<file path="src/rtl/mst_pkg.sv">
package mst_pkg;

    typedef enum logic [2:0] {
        ST_WR_PAT,
        ST_RD_PAT,
        ST_CHK_PAT,
        ST_WR_INV,
        ST_RD_INV,
        ST_CHK_INV,
        ST_DONE
    } mst_state_e;

    localparam logic [1:0] STATUS_RUN  = 2'b00;
    localparam logic [1:0] STATUS_PASS = 2'b01;
    localparam logic [1:0] STATUS_ERR  = 2'b10;

endpackage

</file>
<file path="src/rtl/mst_addr_seq.sv">
module mst_addr_seq #(
    parameter int ADDR_W = 12
) (
    input  logic              clk,
    input  logic              rst_n,
    input  logic              step_i,
    output logic [ADDR_W-1:0] addr_o,
    output logic              last_o
);
    localparam logic [ADDR_W-1:0] LAST_ADDR = '1;

    logic [ADDR_W-1:0] addr_d, addr_q;

    always_comb begin
        addr_d = addr_q;
        if (step_i && (addr_q != LAST_ADDR)) begin
            addr_d = addr_q + ADDR_W'(1);
        end
    end

    always_ff @(posedge clk or negedge rst_n) begin
        if (!rst_n) begin
            addr_q <= '0;
        end else begin
            addr_q <= addr_d;
        end
    end

    assign addr_o = addr_q;
    assign last_o = (addr_q == LAST_ADDR);

    AST_ADDR_STEP: assert property (@(posedge clk) disable iff (!rst_n)
        (step_i && !last_o) |=> (addr_o == $past(addr_o) + ADDR_W'(1)));
    AST_ADDR_CEIL: assert property (@(posedge clk) disable iff (!rst_n)
        last_o |=> last_o);

endmodule

</file>
<file path="src/rtl/mst_pattern_gen.sv">
module mst_pattern_gen #(
    parameter int ADDR_W = 12,
    parameter int DATA_W = 8
) (
    input  logic [ADDR_W-1:0] addr_i,
    input  logic              invert_i,
    output logic [DATA_W-1:0] data_o
);
    logic [DATA_W-1:0] base;

    // Alternating checkerboard, flipped per address bit so neighbours differ.
    for (genvar i = 0; i < DATA_W; i++) begin : g_bit
        assign base[i] = 1'(i % 2) ^ addr_i[i % ADDR_W];
    end

    always_comb begin
        data_o = invert_i ? ~base : base;
    end

endmodule

</file>
<file path="src/rtl/mst_fail_run.sv">
module mst_fail_run #(
    parameter int FAIL_RUN = 9
) (
    input  logic clk,
    input  logic rst_n,
    input  logic update_i,
    input  logic bad_i,
    output logic hit_o
);
    localparam int CNT_W = $clog2(FAIL_RUN + 1);
    localparam logic [CNT_W-1:0] LIMIT = CNT_W'(FAIL_RUN);

    logic [CNT_W-1:0] cnt_d, cnt_q;

    always_comb begin
        cnt_d = cnt_q;
        if (update_i) begin
            if (!bad_i) begin
                cnt_d = '0;
            end else if (cnt_q != LIMIT) begin
                cnt_d = cnt_q + CNT_W'(1);
            end
        end
    end

    always_ff @(posedge clk or negedge rst_n) begin
        if (!rst_n) begin
            cnt_q <= '0;
        end else begin
            cnt_q <= cnt_d;
        end
    end

    assign hit_o = update_i && bad_i && (cnt_q >= LIMIT - CNT_W'(1));

    AST_RUN_SATURATE: assert property (@(posedge clk) disable iff (!rst_n)
        cnt_q <= LIMIT);
    AST_RUN_CLEAR: assert property (@(posedge clk) disable iff (!rst_n)
        (update_i && !bad_i) |=> (cnt_q == '0));

endmodule

</file>
<file path="src/rtl/mem_selftest_top.sv">
module mem_selftest_top
    import mst_pkg::*;
#(
    parameter int ADDR_W   = 12,
    parameter int DATA_W   = 8,
    parameter int FAIL_RUN = 9
) (
    input  logic              clk,
    input  logic              rst_n,
    output logic              mem_req,
    output logic              mem_we,
    output logic [ADDR_W-1:0] mem_addr,
    output logic [DATA_W-1:0] mem_wdata,
    input  logic              mem_ack,
    input  logic [DATA_W-1:0] mem_rdata,
    output logic              test_done,
    output logic [1:0]        test_status
);
    typedef struct packed {
        mst_state_e state;
        logic       err;
        logic [1:0] status;
    } regs_t;

    regs_t cur_q, nxt_d;

    logic              step;
    logic              invert;
    logic              upd;
    logic              bad;
    logic              hit;
    logic              last;
    logic [ADDR_W-1:0] addr;
    logic [DATA_W-1:0] pat;

    mst_addr_seq #(.ADDR_W(ADDR_W)) i_addr_seq (
        .clk    (clk),
        .rst_n  (rst_n),
        .step_i (step),
        .addr_o (addr),
        .last_o (last)
    );

    mst_pattern_gen #(.ADDR_W(ADDR_W), .DATA_W(DATA_W)) i_pattern (
        .addr_i   (addr),
        .invert_i (invert),
        .data_o   (pat)
    );

    mst_fail_run #(.FAIL_RUN(FAIL_RUN)) i_fail_run (
        .clk      (clk),
        .rst_n    (rst_n),
        .update_i (upd),
        .bad_i    (bad),
        .hit_o    (hit)
    );

    always_comb begin
        nxt_d   = cur_q;
        mem_req = 1'b0;
        mem_we  = 1'b0;
        invert  = 1'b0;
        step    = 1'b0;
        upd     = 1'b0;
        bad     = 1'b0;
        unique case (cur_q.state)
            ST_WR_PAT: begin
                mem_req = 1'b1;
                mem_we  = 1'b1;
                if (mem_ack) nxt_d.state = ST_RD_PAT;
            end
            ST_RD_PAT: begin
                mem_req = 1'b1;
                if (mem_ack) nxt_d.state = ST_CHK_PAT;
            end
            ST_CHK_PAT: begin
                nxt_d.err   = (mem_rdata != pat);
                nxt_d.state = ST_WR_INV;
            end
            ST_WR_INV: begin
                invert  = 1'b1;
                mem_req = 1'b1;
                mem_we  = 1'b1;
                if (mem_ack) nxt_d.state = ST_RD_INV;
            end
            ST_RD_INV: begin
                invert  = 1'b1;
                mem_req = 1'b1;
                if (mem_ack) nxt_d.state = ST_CHK_INV;
            end
            ST_CHK_INV: begin
                invert = 1'b1;
                upd    = 1'b1;
                bad    = cur_q.err || (mem_rdata != pat);
                if (hit) begin
                    nxt_d.state  = ST_DONE;
                    nxt_d.status = STATUS_ERR;
                end else if (last) begin
                    nxt_d.state  = ST_DONE;
                    nxt_d.status = STATUS_PASS;
                end else begin
                    step        = 1'b1;
                    nxt_d.state = ST_WR_PAT;
                end
            end
            default: begin
                nxt_d.state = ST_DONE;
            end
        endcase
    end

    always_ff @(posedge clk or negedge rst_n) begin
        if (!rst_n) begin
            cur_q <= '{state: ST_WR_PAT, err: 1'b0, status: STATUS_RUN};
        end else begin
            cur_q <= nxt_d;
        end
    end

    assign mem_addr    = addr;
    assign mem_wdata   = pat;
    assign test_done   = (cur_q.state == ST_DONE);
    assign test_status = cur_q.status;

    AST_REQ_HOLD: assert property (@(posedge clk) disable iff (!rst_n)
        (mem_req && !mem_ack) |=> (mem_req && $stable(mem_addr) && $stable(mem_we) && $stable(mem_wdata)));
    AST_DONE_STICKY: assert property (@(posedge clk) disable iff (!rst_n)
        test_done |=> (test_done && $stable(test_status)));
    AST_QUIET_AFTER_DONE: assert property (@(posedge clk) disable iff (!rst_n)
        test_done |-> !mem_req);
    AST_VERDICT_AT_DONE: assert property (@(posedge clk) disable iff (!rst_n)
        $rose(test_done) |-> (test_status != STATUS_RUN));

endmodule

</file>
<file path="config.mk">
export PLATFORM = sky130hd
export DESIGN_NAME = mem_selftest_top
export DESIGN_NICKNAME = d
export VERILOG_FILES = /design/src/rtl/mst_pkg.sv /design/src/rtl/mst_addr_seq.sv /design/src/rtl/mst_pattern_gen.sv /design/src/rtl/mst_fail_run.sv /design/src/rtl/mem_selftest_top.sv
export SDC_FILE = /design/constraint.sdc
export NUM_CORES = 1
export LEC_CHECK = 0
export BUFFER_PORTS_ARGS = -buffer_cell sky130_fd_sc_hd__buf_2
export CAP_MARGIN = 25
export CORE_MARGIN = 3
export CORE_UTILIZATION = 45
export CTS_BUF_LIST = sky130_fd_sc_hd__clkbuf_4
export DETAILED_ROUTE_END_ITERATION = 7
export PLACE_DENSITY_LB_ADDON = 0.08
export SYNTH_ARGS = -nofsm -noshare
export SYNTH_HDL_FRONTEND = slang
export SYNTH_SLANG_ARGS = --single-unit
</file>
<file path="constraint.sdc">
create_clock -name clk -period 2.36 [get_ports clk]
set_input_delay 0.236 -clock clk [delete_from_list [all_inputs] [get_ports clk]]
set_output_delay 0.236 -clock clk [all_outputs]
set_load 0.02 [all_outputs]
</file>
==> impl_metrics.json, run 1 <==
{
  "p_leak_nw": 0.860,
  "synth_area_um2": 1370,
  "tns_ps": 0,
  "ys_seq_elements": 22,
  "min_path_type": "in -> reg",
  "rsz0062_at_grt": "false",
  "max-vdd-ir-drop_mv": 0.266,
  "synth_nets": 164,
  "dpl.hpwl_um": 2350,
  "critPathMaxStageDelay_ps": 480,
  "core_um2": 2830,
  "grt_max_degree": 23,
  "cts_setup_buffers": 0,
  "worstPathArrival_ps": 2410,
  "worst_slew_pin_slew_ps": 522,
  "vias": 1185,
  "worstSetupStartpointType": "flop",
  "cp-end-kind": "flop",
  "clk_path_buf_depth": 2,
  "maxSlewViolCount": 0,
  "n_antenna_cell": 0,
  "rows": 19,
  "worstPathRequired_ps": 2600,
  "port_buffers": 35,
  "total_power_mw": 0.711,
  "first_iter_violations": 32,
  "p_per_area_nw_per_um2": 428,
  "skew_ps": 16.0,
  "min_period_ps": 2170,
  "cap_viol_max_count": 0,
  "max_slew_margin_pct": 65.2,
  "grt_antenna_before_repair": 0,
  "area_delta_synth_final_pct": 21.1,
  "grt_pass1_vias": 1117,
  "slowest_stage": "dfrtp_1",
  "path_max_fanout": 6,
  "cts-resized-gates": 0,
  "critPathKind": "reg -> reg",
  "setup_violations": 0,
  "cts_tree": "built",
  "synth_cells": 149,
  "final_common_cell": "buf_2",
  "cts_root_buffer": "clkbuf_4",
  "synth_cell_types": 32,
  "hold_buffers": 1,
  "worstPathCellList": "xnor2_1, nand4_1, or3b_1, a21oi_2, o22ai_2, nor2_1, mux2_2",
  "cts.htree.levels": 1,
  "track_usage_pct": 18.4,
  "routed_wl_um": 3150,
  "num-fill-cells": 257,
  "avgSynthCellArea_um2": 9.20,
  "fmax_ghz": 0.461,
  "die-area_um2": 3750,
  "viasPerCell": 5.36,
  "ys_warn_count": 0,
  "dr.pass1.iters": 4,
  "hold_viol_final": 0,
  "cts_buffers": 3,
  "run_status": "finished clean",
  "cts.clk_slew.worst_paths_ps": 150,
  "nets": 206,
  "grt.overflow.total": 0,
  "synth-seq-area-share_pct": 40.1,
  "drc": 0,
  "finish.utilization_pct": 58.7,
  "drive_gt1_share_pct": 30.0,
  "fp.dieW_um": 61.2,
  "layout_common_cells": "buf_2 (35), dfrtp_1 (22), xor2_1 (18), nand2_1 (14), nor2_1 (12)",
  "gp_congestion": 0.805,
  "wl_per_cell_um": 14.3,
  "grt_pass1_wl_um": 5080,
  "die_y_um": 61.2,
  "insertion_delay_ps": 330,
  "fin_crit_sh_pct": 92.0,
  "ant_nets": 0,
  "initial_core_util_pct": 48.5,
  "cts_sinks": 22,
  "io_pins": 36
}
[Yosys cell counts (all sizes together)]
cell type,number,area share [%]
dfrtp,22,40
xor2,18,11
nand2,15,4.3
nor2,12,3.3
inv,9,2.5
xnor2,9,5.7
a21oi,8,3.2
nand3,8,2.9
nor3,8,4.4
o21ai,7,3.4
buf,6,3.2
and3,5,2.3
ha,4,3.6
nand4,3,1.4
a31oi,2,0.91
nand2b,2,0.91
nor4,2,0.91
o22ai,2,1.4
a22o,1,0.64
a32o,1,0.73
clkbuf,1,0.27
mux2,1,0.82
nand3b,1,0.55
or2,1,0.46
or3b,1,0.64
[cell type report]
cell class                      count  area, um2  area share (%)
Multi-Input combinational cell    111        739            44.5
Sequential cell                    22        551            33.2
Timing Repair Buffer               44        245            14.8
Tap cell                           31       38.8            2.34
Inverter                            9       33.8            2.03
Clock inverter                      1       30.0            1.81
Clock buffer                        3       22.5            1.36
[final timing paths]
check                      slack [ps]  depth (start not counted)                              start                                 to
max                               190                          7   i_addr_seq.addr_o[7]$_DFFE_PN0P_   i_addr_seq.addr_o[1]$_DFFE_PN0P_
min                               200                          3                            mem_ack               cur_q[5]$_DFFE_PN0P_
max reg2reg                       190                          7   i_addr_seq.addr_o[7]$_DFFE_PN0P_   i_addr_seq.addr_o[1]$_DFFE_PN0P_
min reg2reg                       510                          1  i_addr_seq.addr_o[11]$_DFFE_PN0P_  i_addr_seq.addr_o[11]$_DFFE_PN0P_
max in group asynchronous        1610                          2                              rst_n               cur_q[3]$_DFFE_PN0P_
min in group asynchronous         390                          2                              rst_n   i_addr_seq.addr_o[7]$_DFFE_PN0P_
[state kept, by name, indices dropped and copies added, names as in the netlist]
name               count
cur_q                  4
test_status            2
i_fail_run.cnt_q       4
i_addr_seq.addr_o     12
[through the flow]
step	setup WS [ps]	cell area (um2)	std cells	hold WS (ps)
2_1_floorplan	147	1370	149	-59.6
3_3_place_gp	264	1600	216	239
5_1_grt	57.0	1660	221	226
3_5_place_dp	203	1600	216	241
4_1_cts	194	1660	221	199
6_report	190	1660	221	202
[critical path, delay by kind of cell, from the launching register on]
family | cells | cell delay, ps
flops | 1 | 480
compound gates | 2 | 310
xor+xnor | 1 | 230
simple gates | 3 | 710
mux | 1 | 350
[where the power goes]
group / switching (mW) / total, mW / leakage [nW] / internal (mW)
Sequential: 0 / 0.377 / 0.281 / 0.377
Clock: 0.134 / 0.306 / 0.0279 / 0.172
Combinational: 0.0164 / 0.0277 / 0.550 / 0.0113
Total: 0.150 / 0.711 / 0.860 / 0.560
[per-layer routing]
layer / GRT usage [%] / routed length [um] / vias to the layer above
li1: - / - / 579
met1: 23.1 / 1400 / 562
met2: 31.3 / 1510 / 37
met3: 2.31 / 171 / 7
met4: 8.67 / 72 / 0
met5: 0 / 0 / -
[kinds of logic (layout without fill, tap and decap cells)]
| logic type | count (synthesis) | count (layout) | share of synthesized area (%) |
|---|---|---|---|
| AND/OR/NAND/NOR | 58 | 58 | 22.0 |
| adder cells (fa/ha/maj) | 4 | 4 | 3.65 |
| multiplexers | 1 | 1 | 0.821 |
| AO/OA/AOI/OAI | 21 | 21 | 10.2 |
| flip-flops | 22 | 22 | 40.1 |
| XOR/XNOR | 27 | 27 | 17.2 |
| buffers and inverters | 16 | 57 | 5.93 |
No activity file was read; power rests on OpenSTA's default activity.
==> run 2: changes to the inputs <==
--- a/config.mk
+++ b/config.mk
@@ -12,6 +12,7 @@
 export CTS_BUF_LIST = sky130_fd_sc_hd__clkbuf_4
 export DETAILED_ROUTE_END_ITERATION = 7
 export PLACE_DENSITY_LB_ADDON = 0.08
+export REMOVE_ABC_BUFFERS = 1
 export SYNTH_ARGS = -nofsm -noshare
 export SYNTH_HDL_FRONTEND = slang
 export SYNTH_SLANG_ARGS = --single-unit
==> run 2 against run 1 <==
Clock power down 40%; first-iteration DRC count up 75%; global-route usage down 0.94 points; critical path depth unchanged; via count down 1.1%; worst setup slack worse by 92 ps; critical endpoint unchanged; largest cell class unchanged; largest power group unchanged; highest routed layer unchanged.
==> impl_metrics.json, run 2 (synthesis gave the netlist of run 1 again) <==
{
  "max_slew_margin_pct": 65.9,
  "cts_root_buffer": "clkbuf_4",
  "rsz0062_at_grt": "false",
  "io_pins": 36,
  "first_iter_violations": 56,
  "area_delta_synth_final_pct": 20.8,
  "core_um2": 2830,
  "wl_met2_um": 1370,
  "cap_viol_max_count": 0,
  "cts.htree.levels": 1,
  "grt_max_degree": 23,
  "drive_gt1_share_pct": 31.3,
  "die_y_um": 61.2,
  "drc": 0,
  "path_max_fanout": 5,
  "skew_ps": 7.49,
  "wl_per_cell_um": 13.6,
  "run_status": "finished clean",
  "post-place-cells": 218,
  "track_usage_pct": 17.5,
  "critPathKind": "reg -> reg",
  "cts.clk_slew.worst_paths_ps": 130,
  "min_period_ps": 2260,
  "worstSetupStartpointType": "flop",
  "num-fill-cells": 261,
  "final_area_um2": 1660,
  "insertion_delay_ps": 320,
  "dr.pass1.iters": 4,
  "met1_length_um": 1520,
  "vias": 1172,
  "tns_ps": 0,
  "highest_layer": "met4",
  "worst_slew_pin_slew_ps": 512,
  "multi_input_area_um2": 746,
  "die-area_um2": 3750,
  "min_path_type": "in -> reg",
  "n_antenna_cell": 0,
  "cts_sinks": 22,
  "gp_congestion": 0.788,
  "maxSlewViolCount": 0,
  "p_per_area_nw_per_um2": 356,
  "min_from": "mem_ack",
  "hold_viol_final": 0,
  "port_buffers": 35,
  "clk_path_buf_depth": 2,
  "setup_violations": 0,
  "final_common_cell": "buf_2",
  "worstPathArrival_ps": 2480,
  "r2r_start": "i_addr_seq.addr_o[6]$_DFFE_PN0P_",
  "nets": 208,
  "worstPathRequired_ps": 2580,
  "ant_nets": 0,
  "seq_area_um2": 552,
  "grt.overflow.total": 0,
  "finish.utilization_pct": 58.6,
  "cts_buffers": 3,
  "stdcell_count": 223,
  "fmax_ghz": 0.442,
  "max-vdd-ir-drop_mv": 0.188,
  "cp-end-kind": "flop",
  "initial_core_util_pct": 48.5,
  "grt_pass1_wl_um": 4810,
  "postPlaceCellArea_um2": 1610,
  "met3_length_um": 100,
  "layout_common_cells": "buf_2 (35), dfrtp_1 (21), xor2_1 (18), nand2_1 (14), nor2_1 (12)",
  "cts_setup_buffers": 0,
  "dpl.hpwl_um": 2260,
  "critPathLaunch": "i_addr_seq.addr_o[6]$_DFFE_PN0P_",
  "cts_tree": "built",
  "viasPerCell": 5.26,
  "grt_pass1_vias": 1102,
  "grt_antenna_before_repair": 0,
  "p_leak_nw": 0.856,
  "fp.dieW_um": 61.2,
  "fin_crit_sh_pct": 95.9,
  "routed_wl_um": 3040,
  "rows": 19,
  "largest_reg_flops": 12
}
run 2: layout make-up:
| cell class | count | share of cell area [%] |
|---|---|---|
| Multi-Input combinational cell | 111 | 45.0 |
| Sequential cell | 22 | 33.3 |
| Timing Repair Buffer | 46 | 15.7 |
| Tap cell | 31 | 2.34 |
| Inverter | 9 | 2.04 |
| Clock buffer | 3 | 1.36 |
| Clock inverter | 1 | 0.227 |
run 2: routing by layer:
| layer | track usage (%) | vias to the layer above |
|---|---|---|
| li1 | - | 587 |
| met1 | 24.7 | 554 |
| met2 | 26.7 | 26 |
| met3 | 2.52 | 5 |
| met4 | 7.12 | 0 |
| met5 | 0 | - |
run 2: metrics by stage:
step           power (mW)  worst slack (ps)  hold WS [ps]
2_1_floorplan       0.393              52.9         -59.6
3_3_place_gp        0.411               274           239
3_5_place_dp        0.411               206           239
4_1_cts             0.593               115           194
5_1_grt             0.617             0.738           197
6_report            0.589              97.6           194
run 2: what timing repair did:
item                       4_1_cts  5_1_grt
resized for setup                0        2
setup endpoints to repair        0        3
hold endpoints to repair        22        0
hold buffers                     1        0
run 2: final timing paths:
kind | cells past startpoint | slack (ps) | endpoint
max | 7 | 100 | i_addr_seq.addr_o[1]$_DFFE_PN0P_
min | 3 | 190 | cur_q[5]$_DFFE_PN0P_
max reg2reg | 7 | 100 | i_addr_seq.addr_o[1]$_DFFE_PN0P_
min reg2reg | 1 | 500 | i_addr_seq.addr_o[8]$_DFFE_PN0P_
max in group asynchronous | 2 | 1600 | i_addr_seq.addr_o[2]$_DFFE_PN0P_
min in group asynchronous | 2 | 400 | test_status[0]$_DFFE_PN0P_
run 2: critical path: stages (launching register included):
cell and delay, ps:
dfrtp_1 470, xor2_1 250, nand4_1 130, or3b_1 420, a21oi_2 200, o22ai_2 140
nor2_1 190, mux2_2 350
run 2: power breakdown:
part           internal [mW]  leakage, nW  switching, mW
clock                 0.0621       0.0154          0.122
combinational         0.0115        0.561         0.0169
sequential             0.377        0.280              0
==> run 3: changes to the inputs <==
--- a/config.mk
+++ b/config.mk
@@ -5,6 +5,7 @@
 export SDC_FILE = /design/constraint.sdc
 export NUM_CORES = 1
 export LEC_CHECK = 0
+export ABC_AREA = 1
 export BUFFER_PORTS_ARGS = -buffer_cell sky130_fd_sc_hd__buf_2
 export CAP_MARGIN = 25
 export CORE_MARGIN = 3
==> run 3 against run 2 <==
Wire length rose by 27%; count of clock-buffer cells in the layout did not move; combinational power rose by 20%; power rose by 21%; synthesized cell count rose by 53%; sequential power barely moved; clock skew barely moved; synthesized area rose by 20%; fmax rose by 6.2%; sequential cell count did not move; worst setup slack improved by 130 ps; critical endpoint unchanged.
==> impl_metrics.json, run 3 <==
{
  "vias": 1546,
  "synth_ff_type": "dfrtp_1",
  "synth_top_cell_by_area": "dfrtp_1",
  "timing.critical_path.mode_cell": "nand2_1",
  "insertion_delay_ps": 330,
  "crit_family": "simple AND/OR/NAND/NOR gates",
  "ys_warn_count": 0,
  "dpl.hpwl_um": 3000,
  "hold_viol_final": 0,
  "slowest_stage": "dfrtp_2",
  "ant_nets": 0,
  "max-vdd-ir-drop_mv": 0.234,
  "fin_crit_sh_pct": 90.2,
  "die_y_um": 66.6,
  "avgSynthCellArea_um2": 7.24,
  "initial_core_util_pct": 47.9,
  "synth_common_cells": "nand2_1 (79), nand3_1 (23), dfrtp_1 (22), inv_1 (22)",
  "ys_async_sr_fraction_pct": 100,
  "ys_seq_elements": 22,
  "wl_per_cell_um": 12.4,
  "rows": 21,
  "drive_gt1_share_pct": 24.4,
  "cts.clk_slew.worst_paths_ps": 140,
  "min_to": "cur_q[4]$_DFFE_PN0P_",
  "cts_tree": "built",
  "setup_violations": 0,
  "largest_reg_flops": 12,
  "synth_cells": 228,
  "p_leak_nw": 1.00,
  "drc": 0,
  "run_status": "finished clean",
  "first_iter_violations": 64,
  "core_um2": 3440,
  "path_max_fanout": 14,
  "cts.htree.levels": 1,
  "synth_adder_area_share_pct": 3.03,
  "grt.overflow.total": 0,
  "synth_cell_types": 31,
  "grt_pass1_vias": 1421,
  "die-area_um2": 4430,
  "viasPerCell": 4.96,
  "skew_ps": 7.67,
  "grt_antenna_before_repair": 0,
  "min_from": "mem_ack",
  "cap_viol_max_count": 0,
  "rrSetupSlack_ps": 230,
  "critPathMaxStageDelay_ps": 480,
  "min_path_type": "in -> reg",
  "synth-seq-area-share_pct": 33.4,
  "cts_buffers": 3,
  "port_buffers": 35,
  "dr.pass1.iters": 4,
  "routed_wl_um": 3870,
  "layout_common_cells": "nand2_1 (79), buf_2 (35), nand3_1 (23), inv_1 (22), dfrtp_1 (20)",
  "final_common_cell": "nand2_1",
  "p_per_area_nw_per_um2": 368,
  "r2r_start": "cur_q[5]$_DFFE_PN0P_",
  "max_slew_margin_pct": 66.1,
  "post-place-cells": 307,
  "cp.buffers_inverters": 2,
  "fmax_ghz": 0.470,
  "track_usage_pct": 18.7,
  "rr_worst_depth": 15,
  "worstPathCellList": "inv_2, nand3_4, nand2_4, nand2_1, nand2_1, nand2_1, nand2_1, nand2_1, nor2_4, nand3_4, nand2_4, nand3_4, inv_4, nand2_1, o21ai_1",
  "synth_area_um2": 1650,
  "synth-edff-count": 0,
  "io_pins": 36,
  "r2r-end": "i_addr_seq.addr_o[1]$_DFFE_PN0P_",
  "worstSetupStartpointType": "flop",
  "nets": 282,
  "cts_root_buffer": "clkbuf_4",
  "synth_top_area_share_pct": 33.4,
  "synthXorXnorAreaFrac_pct": 6.90,
  "worstPathArrival_ps": 2400,
  "synth-simple-area-share_pct": 40.7,
  "grt_max_degree": 23,
  "num-fill-cells": 350,
  "cts_setup_buffers": 0,
  "synthMuxAreaShare_pct": 0,
  "gp_congestion": 0.879,
  "worstPathRequired_ps": 2630,
  "total_power_mw": 0.716,
  "min_period_ps": 2130,
  "clk_path_buf_depth": 2,
  "maxSlewViolCount": 0,
  "grt_pass1_wl_um": 6350,
  "cts_sinks": 22,
  "holdPathStages": 4,
  "cp-end-kind": "flop",
  "fp.dieW_um": 66.6,
  "stdcell_count": 312,
  "ys_top_cells_by_area": "dfrtp_1 (33%), nand2_1 (18%), nand3_1 (7.0%)",
  "synth-compound-area-share_pct": 6.22,
  "worst_slew_pin_slew_ps": 509,
  "synth_top_family_by_area": "simple AND/OR/NAND/NOR gates",
  "n_antenna_cell": 0,
  "synth_most_common_cell": "nand2_1",
  "critPathKind": "reg -> reg",
  "area_delta_synth_final_pct": 18.0
}
run 3: per-stage QoR:
| stage | setup slack [ps] | hold WS, ps | TNS, ps | cell area (um2) | util [%] |
|---|---|---|---|---|---|
| 2_1_floorplan | 198 | -59.6 | 0 | 1590 | - |
| 3_5_place_dp | 106 | 245 | 0 | 1860 | 54.0 |
| 6_report | 230 | 187 | 0 | 1950 | 56.6 |
| 4_1_cts | 81.5 | 189 | 0 | 1920 | 55.8 |
| 3_3_place_gp | 177 | 235 | 0 | 1860 | 54.0 |
| 5_1_grt | -4.98 | 204 | -4.98 | 1950 | 56.6 |
run 3: worst max path at each step:
stage	startpoint	endpoint	slack, ps	cells past startpoint
floorplan	cur_q[5]$_DFFE_PN0P_	i_addr_seq.addr_o[7]$_DFFE_PN0P_	200	15
global placement	cur_q[5]$_DFFE_PN0P_	i_addr_seq.addr_o[1]$_DFFE_PN0P_	180	15
detailed placement	cur_q[5]$_DFFE_PN0P_	i_addr_seq.addr_o[1]$_DFFE_PN0P_	110	15
CTS	cur_q[5]$_DFFE_PN0P_	i_addr_seq.addr_o[1]$_DFFE_PN0P_	80	15
global route	cur_q[5]$_DFFE_PN0P_	i_addr_seq.addr_o[5]$_DFFE_PN0P_	-5	15
finish	cur_q[5]$_DFFE_PN0P_	i_addr_seq.addr_o[1]$_DFFE_PN0P_	230	15
run 3: final cells by class:
type / instances / area, um2 / area share (%)
inverters: 26 / 100 / 5.14
flip-flops and latches: 22 / 553 / 28.4
repair buffers: 41 / 223 / 11.4
well taps: 46 / 57.6 / 2.95
multi-input cells: 173 / 962 / 49.4
clock inverters: 1 / 30.0 / 1.54
clock buffers: 3 / 22.5 / 1.16
run 3: power breakdown:
group | internal, mW | total (mW) | switching (mW)
clock network | 0.172 | 0.305 | 0.133
registers | 0.377 | 0.377 | 0
logic | 0.0143 | 0.0340 | 0.0197
run 3: kinds of logic (layout without fill, tap and decap cells):
| family | after synthesis | after routing |
|---|---|---|
| fa+ha+maj | 4 | 4 |
| xor+xnor | 13 | 13 |
| flops | 22 | 22 |
| compound gates | 18 | 18 |
| buf+inv | 33 | 71 |
| simple gates | 138 | 138 |
run 3: metal layers:
metal | part of all wire, % | track usage, % | vias up
li1 | - | - | 798
met1 | 45 | 22.8 | 715
met2 | 50 | 33.9 | 29
met3 | 4.8 | 4.55 | 4
met4 | 0.49 | 2.28 | 0
met5 | 0 | 0 | -
run 3: worst register-to-register path: cells and delay by family, from the launching register on:
kind,cells,cell delay [ps]
AND/OR/NAND/NOR,12,1230
buffers and inverters,2,300
AO/OA/AOI/OAI,1,70
flip-flops,1,480
run 3: repair_timing:
item                                   4_1_cts  5_1_grt
gates resized for setup                      0        6
setup endpoints to repair                    0       14
hold buffers                                 1        0
endpoints found under the hold margin       22        0
